[config.mk]
export PLATFORM = sky130hd
export DESIGN_NAME = cfg_serial_target
export DESIGN_NICKNAME = d
export VERILOG_FILES = /design/src/rtl/cfg_serial_pkg.sv /design/src/rtl/cfg_pin_sync.sv /design/src/rtl/cfg_frame_collect.sv /design/src/rtl/cfg_reg_bank.sv /design/src/rtl/cfg_readout.sv /design/src/rtl/cfg_serial_target.sv
export SDC_FILE = /design/constraint.sdc
export NUM_CORES = 1
export LEC_CHECK = 0
export BUFFER_PORTS_ARGS = -buffer_cell sky130_fd_sc_hd__buf_2
export CORE_MARGIN = 2
export CORE_UTILIZATION = 45
export DETAILED_ROUTE_END_ITERATION = 8
export GPL_TIMING_DRIVEN = 1
export PLACE_DENSITY_LB_ADDON = 0.15
export SLEW_MARGIN = 20
export SYNTH_ARGS = -nofsm -noshare
export SYNTH_HDL_FRONTEND = slang
export SYNTH_HIERARCHICAL = 1
export SYNTH_SLANG_ARGS = --single-unit
[constraint.sdc]
create_clock -name clk -period 3.6 [get_ports clk]
set_clock_uncertainty 0.1 [all_clocks]
set_input_delay 0.72 -clock clk [delete_from_list [all_inputs] [get_ports clk]]
set_output_delay 0.72 -clock clk [all_outputs]
set_load 0.01 [all_outputs]
[src/rtl/cfg_serial_pkg.sv]
// Shared constants for the serial configuration target.
// Assumes a fixed frame: address field first, then the data field on writes.
package cfg_serial_pkg;
    localparam int unsigned ADDR_BITS = 12;
    localparam int unsigned DATA_BITS = 32;
    localparam int unsigned BANK_REGS = 8;
endpackage

[src/rtl/cfg_pin_sync.sv]
// Multi-bit two-stage (or deeper) synchronizer for asynchronous pins.
// Assumes each bit is an independent slow level, so there is no bus coherency.
module cfg_pin_sync #(
    parameter int unsigned WIDTH  = 4,
    parameter int unsigned STAGES = 2
) (
    input  logic             clk,
    input  logic             rst_n,
    input  logic [WIDTH-1:0] async_i,
    output logic [WIDTH-1:0] sync_o
);
    logic [STAGES-1:0] chain [WIDTH];

    for (genvar b = 0; b < WIDTH; b++) begin : g_bit
        // Shift the pin value through the flop chain.
        always_ff @(posedge clk) begin
            if (!rst_n) chain[b] <= '0;
            else        chain[b] <= {chain[b][STAGES-2:0], async_i[b]};
        end
        assign sync_o[b] = chain[b][STAGES-1];
    end
endmodule

[src/rtl/cfg_frame_collect.sv]
// Detects serial clock and load edges and assembles the address and data fields.
// Fields arrive MSB first. A rising edge while load is high issues a one-cycle
// write or read strobe. Collection pauses while a read-out is in progress.
module cfg_frame_collect #(
    parameter int unsigned ADDR_W = 12,
    parameter int unsigned DATA_W = 32,
    localparam int unsigned FRAME_W = ADDR_W + DATA_W,
    localparam int unsigned CNT_W   = $clog2(FRAME_W + 1)
) (
    input  logic              clk,
    input  logic              rst_n,
    input  logic              s_sclk,
    input  logic              s_load,
    input  logic              s_write,
    input  logic              s_sdi,
    input  logic              rd_busy,
    output logic              sclk_rise,
    output logic              wr_stb,
    output logic              rd_stb,
    output logic [ADDR_W-1:0] addr_o,
    output logic [DATA_W-1:0] data_o,
    output logic [CNT_W-1:0]  bit_cnt_o
);
    logic              sclk_q, load_q, load_fall;
    logic [CNT_W-1:0]  bit_cnt;
    logic [ADDR_W-1:0] addr_sr;
    logic [DATA_W-1:0] data_sr;

    // Remember the previous synchronized levels for edge detection.
    always_ff @(posedge clk) begin
        if (!rst_n) begin
            sclk_q <= 1'b0;
            load_q <= 1'b0;
        end else begin
            sclk_q <= s_sclk;
            load_q <= s_load;
        end
    end

    assign sclk_rise = s_sclk & ~sclk_q;
    assign load_fall = load_q & ~s_load;

    // Shift in address bits, then data bits on writes; clear when load falls.
    always_ff @(posedge clk) begin
        if (!rst_n || load_fall) begin
            bit_cnt <= '0;
            addr_sr <= '0;
            data_sr <= '0;
        end else if (sclk_rise && !s_load && !rd_busy) begin
            if (bit_cnt < CNT_W'(ADDR_W)) begin
                addr_sr <= {addr_sr[ADDR_W-2:0], s_sdi};
                bit_cnt <= bit_cnt + 1'b1;
            end else if (s_write && bit_cnt < CNT_W'(FRAME_W)) begin
                data_sr <= {data_sr[DATA_W-2:0], s_sdi};
                bit_cnt <= bit_cnt + 1'b1;
            end
        end
    end

    // Issue the commit strobe one cycle after the closing edge.
    always_ff @(posedge clk) begin
        if (!rst_n) begin
            wr_stb <= 1'b0;
            rd_stb <= 1'b0;
        end else begin
            wr_stb <= sclk_rise & s_load & s_write;
            rd_stb <= sclk_rise & s_load & ~s_write;
        end
    end

    assign addr_o    = addr_sr;
    assign data_o    = data_sr;
    assign bit_cnt_o = bit_cnt;
endmodule

[src/rtl/cfg_reg_bank.sv]
// Bank of DATA_W-bit registers, all reset to zero.
// Addresses outside the bank read as zero and never match a write.
module cfg_reg_bank #(
    parameter int unsigned ADDR_W = 12,
    parameter int unsigned DATA_W = 32,
    parameter int unsigned NREGS  = 8
) (
    input  logic              clk,
    input  logic              rst_n,
    input  logic              wr_stb,
    input  logic [ADDR_W-1:0] addr_i,
    input  logic [DATA_W-1:0] wdata_i,
    output logic [DATA_W-1:0] rdata_o
);
    logic [DATA_W-1:0] regs [NREGS];

    // Store the word into the register whose index equals the address.
    always_ff @(posedge clk) begin
        for (int i = 0; i < NREGS; i++) begin
            if (!rst_n)                                  regs[i] <= '0;
            else if (wr_stb && addr_i == ADDR_W'(i))     regs[i] <= wdata_i;
        end
    end

    // Select the addressed register, or zero when nothing matches.
    always_comb begin
        rdata_o = '0;
        for (int i = 0; i < NREGS; i++) begin
            if (addr_i == ADDR_W'(i)) rdata_o = regs[i];
        end
    end
endmodule

[src/rtl/cfg_readout.sv]
// Serializes a fetched word LSB first. Output is 0 after the fetch, and each
// later serial clock rise (load low) advances one bit for DATA_W pulses.
module cfg_readout #(
    parameter int unsigned DATA_W = 32,
    localparam int unsigned CNT_W = $clog2(DATA_W + 1)
) (
    input  logic              clk,
    input  logic              rst_n,
    input  logic              rd_stb,
    input  logic              sclk_rise,
    input  logic              s_load,
    input  logic [DATA_W-1:0] rdata_i,
    output logic              sdo_o,
    output logic              busy_o,
    output logic [CNT_W-1:0]  cnt_o
);
    logic [DATA_W:0]  shreg;
    logic [CNT_W-1:0] remain;

    // Load the fetched word behind a leading zero, then shift once per pulse.
    always_ff @(posedge clk) begin
        if (!rst_n) begin
            shreg  <= '0;
            remain <= '0;
        end else if (rd_stb) begin
            shreg  <= {rdata_i, 1'b0};
            remain <= CNT_W'(DATA_W);
        end else if (sclk_rise && !s_load && remain != '0) begin
            shreg  <= shreg >> 1;
            remain <= remain - 1'b1;
        end
    end

    assign sdo_o  = shreg[0];
    assign busy_o = (remain != '0);
    assign cnt_o  = remain;
endmodule

[src/rtl/cfg_serial_target.sv]
// Top of the serial configuration target: pin synchronizers, frame collector,
// register bank and read-out serializer. The serial clock must be at least
// several system clocks high and low so each edge is seen once.
module cfg_serial_target #(
    parameter int unsigned ADDR_W = cfg_serial_pkg::ADDR_BITS,
    parameter int unsigned DATA_W = cfg_serial_pkg::DATA_BITS,
    parameter int unsigned NREGS  = cfg_serial_pkg::BANK_REGS,
    localparam int unsigned FCNT_W = $clog2(ADDR_W + DATA_W + 1),
    localparam int unsigned RCNT_W = $clog2(DATA_W + 1)
) (
    input  logic clk,
    input  logic rst_n,
    input  logic scfg_clk_i,
    input  logic scfg_load_i,
    input  logic scfg_write_i,
    input  logic scfg_sdi_i,
    output logic scfg_sdo_o
);
    logic [3:0]        pins_s;
    logic              sclk_rise, wr_stb, rd_stb, rd_busy;
    logic [ADDR_W-1:0] addr;
    logic [DATA_W-1:0] wdata, rdata;
    logic [FCNT_W-1:0] bit_cnt;
    logic [RCNT_W-1:0] rd_cnt;

    cfg_pin_sync #(.WIDTH(4), .STAGES(2)) u_sync (
        .clk     (clk),
        .rst_n   (rst_n),
        .async_i ({scfg_sdi_i, scfg_write_i, scfg_load_i, scfg_clk_i}),
        .sync_o  (pins_s)
    );

    cfg_frame_collect #(.ADDR_W(ADDR_W), .DATA_W(DATA_W)) u_collect (
        .clk       (clk),
        .rst_n     (rst_n),
        .s_sclk    (pins_s[0]),
        .s_load    (pins_s[1]),
        .s_write   (pins_s[2]),
        .s_sdi     (pins_s[3]),
        .rd_busy   (rd_busy),
        .sclk_rise (sclk_rise),
        .wr_stb    (wr_stb),
        .rd_stb    (rd_stb),
        .addr_o    (addr),
        .data_o    (wdata),
        .bit_cnt_o (bit_cnt)
    );

    cfg_reg_bank #(.ADDR_W(ADDR_W), .DATA_W(DATA_W), .NREGS(NREGS)) u_bank (
        .clk     (clk),
        .rst_n   (rst_n),
        .wr_stb  (wr_stb),
        .addr_i  (addr),
        .wdata_i (wdata),
        .rdata_o (rdata)
    );

    cfg_readout #(.DATA_W(DATA_W)) u_readout (
        .clk       (clk),
        .rst_n     (rst_n),
        .rd_stb    (rd_stb),
        .sclk_rise (sclk_rise),
        .s_load    (pins_s[1]),
        .rdata_i   (rdata),
        .sdo_o     (scfg_sdo_o),
        .busy_o    (rd_busy),
        .cnt_o     (rd_cnt)
    );
endmodule

Word level (Yosys, flattened, before mapping)

Memory sizes are Yosys's and may differ from the RTL's.
Index checks and enable logic that the tools add are counted.

Add/subtract/negate cells: 2
Order comparisons: 2
Eq/ne operators: 7
Mux-type cells: 52
Bitwise logic cells: 22
Reductions and logical operators: 24

Operators with widths:

| operator            | count |
|---|---|
| $mux 32             | 16 |
| $mux 33             | 2 |
| $eq 12x3->1 const B | 4 |
| $mux 1              | 26 |
| $eq 12x2->1 const B | 2 |
| $mux 6              | 4 |
| $eq 12x1->1 const B | 1 |
| $logic_and 1x1->1   | 12 |
| $logic_not 12->1    | 1 |
| $or 1x1->1          | 12 |
| $mux 2              | 4 |
| $add 6x1->6 const B | 1 |
| $lt 6x4->1 const B  | 1 |
| $lt 6x6->1 const B  | 1 |
| $reduce_bool 6->1   | 1 |
| $sub 6x1->6 const B | 1 |
| $and 1x1->1         | 5 |
| $not 1->1           | 5 |
| $reduce_and 2->1    | 2 |
| $reduce_bool 2->1   | 2 |
| $logic_not 1->1     | 3 |
| $reduce_and 3->1    | 1 |
| $reduce_or 2->1     | 1 |
| $logic_or 1x1->1    | 1 |

Bits in registers: 93
Memory bits (writable): 264
Bits of input ports: 6
Output and inout port bits: 1
Word-level logic and storage cells: 122
Memories kept: 2

Memories:

| memory       | words | width | rd ports | clocked after memory_dff | write ports | line               | source |
|---|---|---|---|---|---|---|---|
| u_bank.regs  | 8     | 32    | 8        | 0                        | 8           | cfg_reg_bank.sv:15 | `logic [DATA_W-1:0] regs [NREGS];` |
| u_sync.chain | 4     | 2     | 4        | 0                        | 4           | cfg_pin_sync.sv:12 | `logic [STAGES-1:0] chain [WIDTH];` |

Longest topological paths before layout

Word-level depth: 10
Depth in mapped cells: 10
Gate-level depth less buffers: 8

Modules after synthesis

The synthesis kept the hierarchy.

By module, submodules not included:

| module            | instances | cells an instance | area each (um2) | seq. area each (um2) |
|---|---|---|---|---|
| cfg_reg_bank      | 1         | 973               | 12306.8         | 7687.4 |
| cfg_frame_collect | 1         | 195               | 2018.2          | 1081.0 |
| cfg_readout       | 1         | 220               | 1717.9          | 780.7 |
| cfg_pin_sync      | 1         | 20                | 240.2           | 160.2 |

Worst setup path before layout

OpenSTA, ideal clock, no wires.

Path kind: reg2reg
From: register u_collect.addr_sr[2] (netlist: u_collect/addr_o[2])
To: memory u_bank.regs[5][0] (netlist: u_bank/regs[1][32]) (enable)
Setup time: 0.466 ns
Arrival time: 3.266 ns
Data required time: 3.034 ns
Slack: -0.232 ns
Stages on the path, launching flop included: 5
Path buffers: 1
Period minus slack after synthesis: 3.832 ns
Path through: dfxtp_1 -> nor2b_1 -> clkbuf_1 -> nand3_1 -> o21ai_0

RTL lines:

| item                   | line                    | source |
|---|---|---|
| from (decl)            | cfg_frame_collect.sv:26 | `logic [ADDR_W-1:0] addr_sr;` |
| from (signal assigned) | cfg_frame_collect.sv:51 | `addr_sr <= {addr_sr[ADDR_W-2:0], s_sdi};` |
| to (decl)              | cfg_reg_bank.sv:15      |  |

Worst setup path in the final report

From: register u_readout.remain[0] (netlist: u_readout/cnt_o[0])
To: register u_collect.addr_sr[11] (netlist: u_collect/addr_o[11])

Word-level cells in the longest chain between the ends: 4

RTL lines:

| item                       | line                    | source |
|---|---|---|
| from (decl)                | cfg_readout.sv:18       | `logic [CNT_W-1:0] remain;` |
| from (signal assigned)     | cfg_readout.sv:27       | `remain <= CNT_W'(DATA_W);` |
| from (signal assigned)     | cfg_readout.sv:30       | `remain <= remain - 1'b1;` |
| $reduce_bool 6->1          | cfg_readout.sv:35       | `assign busy_o = (remain != '0);` |
| named net rd_busy          | cfg_serial_target.sv:20 | `logic sclk_rise, wr_stb, rd_stb, rd_busy;` |
| $logic_not 1->1            | cfg_frame_collect.sv:49 | `end else if (sclk_rise && !s_load && !rd_busy) begin` |
| $logic_and 1x1->1          | cfg_frame_collect.sv:49 |  |
| $reduce_and 2->1 (no line) | -                       |  |

The timed path passes the listed nets, and every way through them passes these cells.
A chain may end at the register's enable or synchronous reset.

==> flow_summary.toml <==
[routing]
wl_um = 39630
antenna_left = 0
route.detailed.drc = 0
dr.pass1.iters = 5
via_count = 10423
routed_via_density = 5.532
post_drt_wl_per_cell_um = 21.03
drt-initial-drc-count = 690

[cts]
clk_pin_slew_worst_paths_ns = 0.06
numCtsBuffers = 39
cts_tree = "done"
cts_hold_buf = 0
cts_setup_buffers = 0
htree_levels = 2
cts_resized = 0
cts.path.max_buffers = 3
root_buffer = "clkbuf_16"
clkLatencyLatePin_ns = 0.53
cts_sinks = 357

[worst_setup_path]
startpoint_type = "flop"
slowest_delay_ns = 0.65
cp_num_buf_inv = 1
crit_slowest_cell = "or4b_1"
cp.arrival_ns = 3.08
crit_path_end_kind = "flop"
criticalPathCategory = "flop to flop"
path_cells = "inv_1 -> ha_1 -> nand2b_4 -> nand3b_1 -> or4b_1 -> nor3_4 -> mux2i_1 -> nor2_1"
worst_ep_required_time_ns = 3.87
critPathMaxFanout = 12
cp_top_family = "simple AND/OR/NAND/NOR gates"

[logic_synthesis]
synth.top_cell.area_share = 0.4721
syn_nets = 1417
synth_edf_count = 256
synth-seq-cells = 357
synth_area_per_cell_um2 = 11.56
seq_area_frac_synth = 0.5963
ys_types = 50
synth_flop_cell = "edfxtp_1"
synthCells = 1408
yosys.area.top_type = "edfxtp_1"
yosys_warnings = 6
synth.area.top_cells = "edfxtp_1, dfxtp_1, mux2i_1"
synthTopCellsByCount = "and2_1, edfxtp_1, mux2i_1"
async_flop_share = 0
syn-cell-area_um2 = 16280
synth.most_common_cell = "and2_1"

[final_layout]
syn_to_final_growth_pct = 11.77
postLayoutCoreUtil = 0.5117
nets = 1400
layout-drive-gt1-share = 0.09494

[sta]
fin_ws_ns = 0.7890
slew_headroom = 0.2690
setup_violations = 0
fin_crit_sh = 0.7808
fin_crit_ns = 2.811
maxSlewViolCount = 0
rsz0062_at_grt = "no"
hold_ws_ns = 0.2956
finalHoldViolations = 0
max_freq_ghz = 0.3557
tightest_slew_ns = 1.088

[outcome]
status = "complete, no violations"

[placement]
portBuffers = 6
hpwl_um = 23540
dp_slack_ns = 0.8234
routabilityCongestion = 0.7496

[global_routing]
grt_pass1_wl_um = 61230
grt_pass1_vias = 10343
grt_antenna_before_repair = 1
grt_max_degree = 88
globalRouteOverflowTotal = 0
grt_usage = 0.2107

[power_and_ir_drop]
leakagePower_nw = 5.842
ir_worst_vdd_mv = 0.3226
powerDensity_nw_per_um2 = 481.6

[die]
die_x_um = 194.2
dieArea_um2 = 37720
start_util = 0.4578
coreArea_um2 = 35570
row_count = 69
die_height_um = 194.2
ioPinCount = 7

[min_path]
hold_path.class = "input pin to flop"

[job]
maxCapViolCount = 0
[worst reg2reg max path: cells and delay by family, from the launching register on]
kind          cells  cell delay, ns
simple gates      5            1.64
flops             1            0.34
buf+inv           1            0.09
fa+ha+maj         1            0.20
mux               1            0.29
[final cells by class]
class	count	area (µm²)
clock inverter	16	175.2
timing repair buffer	49	427.9
clock buffer	56	1081
sequential	357	9717
tap	461	576.8
multi-input combinational	935	6186
inverter	9	33.78
fill	3166	17370
antenna	1	2.502
[layout by cell type (no fill, tap or decap), types with 8 or more instances in the layout]
master     Yosys  final
o21ai_4        0      8
nand2_1      108    107
inv_1          9      9
a21oi_1      166    166
buf_4          5     37
o21ai_1       42     41
edfxtp_1     256    256
dfxtp_1      101     99
clkbuf_16      0     40
o21ai_0       65     57
nor4_4         5      8
clkbuf_1      53     14
nor2_1        20     19
mux2i_1      173    173
o22ai_1       32     32
and2_1       267    267
[per-stage QoR]
step | total power [mW] | instance area (µm²) | std cells | TNS (ns)
finish | 8.765 | 18200 | 1884 | 0
global route | 9.057 | 18200 | 1883 | 0
CTS | 8.851 | 18200 | 1883 | 0
detailed placement | 4.949 | 16940 | 1811 | 0
global placement | 4.942 | 16940 | 1811 | 0
floorplan | 4.838 | 16280 | 1408 | -34.44
[registers in the layout, indices dropped and copies added, names as in the netlist]
name                 count
u_bank/regs            256
u_readout/shreg         33
u_collect/data_o        32
u_collect/addr_o        12
u_sync/chain             8
u_collect/bit_cnt_o      6
u_readout/cnt_o          6
u_collect/load_q         1
u_collect/rd_stb         1
u_collect/sclk_q         1
u_collect/wr_stb         1
[path summary, 6_finish.rpt]
| check | startpoint | end | slack, ns | cells after the start |
|---|---|---|---|---|
| worst max-delay path | u_readout/cnt_o[0] | u_collect/addr_o[11] | 0.79 | 8 |
| worst max register to register | u_readout/cnt_o[0] | u_collect/addr_o[11] | 0.79 | 8 |
| worst min-delay path | scfg_clk_i | u_sync/chain[0][0] | 0.30 | 2 |
| worst min register to register | u_sync/chain[2][0] | u_sync/chain[2][1] | 0.34 | 1 |
[per-layer routing]
metal  up-vias  global-route usage  wire length [µm]
met5         -                   0                 0
met4         0             0.06510               930
met3        60             0.03340              1907
met2       215              0.3455             18650
met1      5139              0.2883             18140
li1       5009                   -                 -
[where the power goes]
group	leakage [nW]	internal, mW	switching [mW]
registers	3.25	4.54	0.0504
clock network	0.607	2.32	1.59
logic	1.99	0.0859	0.179
total	5.84	6.95	1.82
[logic make-up (layout without fill, tap and decap cells)]
kind of cell / Yosys count / in the layout / synth area share
AO/OA/AOI/OAI: 319 / 319 / 0.1046
XOR/XNOR: 2 / 2 / 0.001076
adder cells (fa/ha/maj): 4 / 4 / 0.002920
buffers and inverters: 116 / 130 / 0.03204
flip-flops: 357 / 357 / 0.5963
multiplexers: 173 / 173 / 0.1063
other: 0 / 1 / 0
AND/OR/NAND/NOR: 437 / 437 / 0.1568
Power figures use the tool's default switching activity.
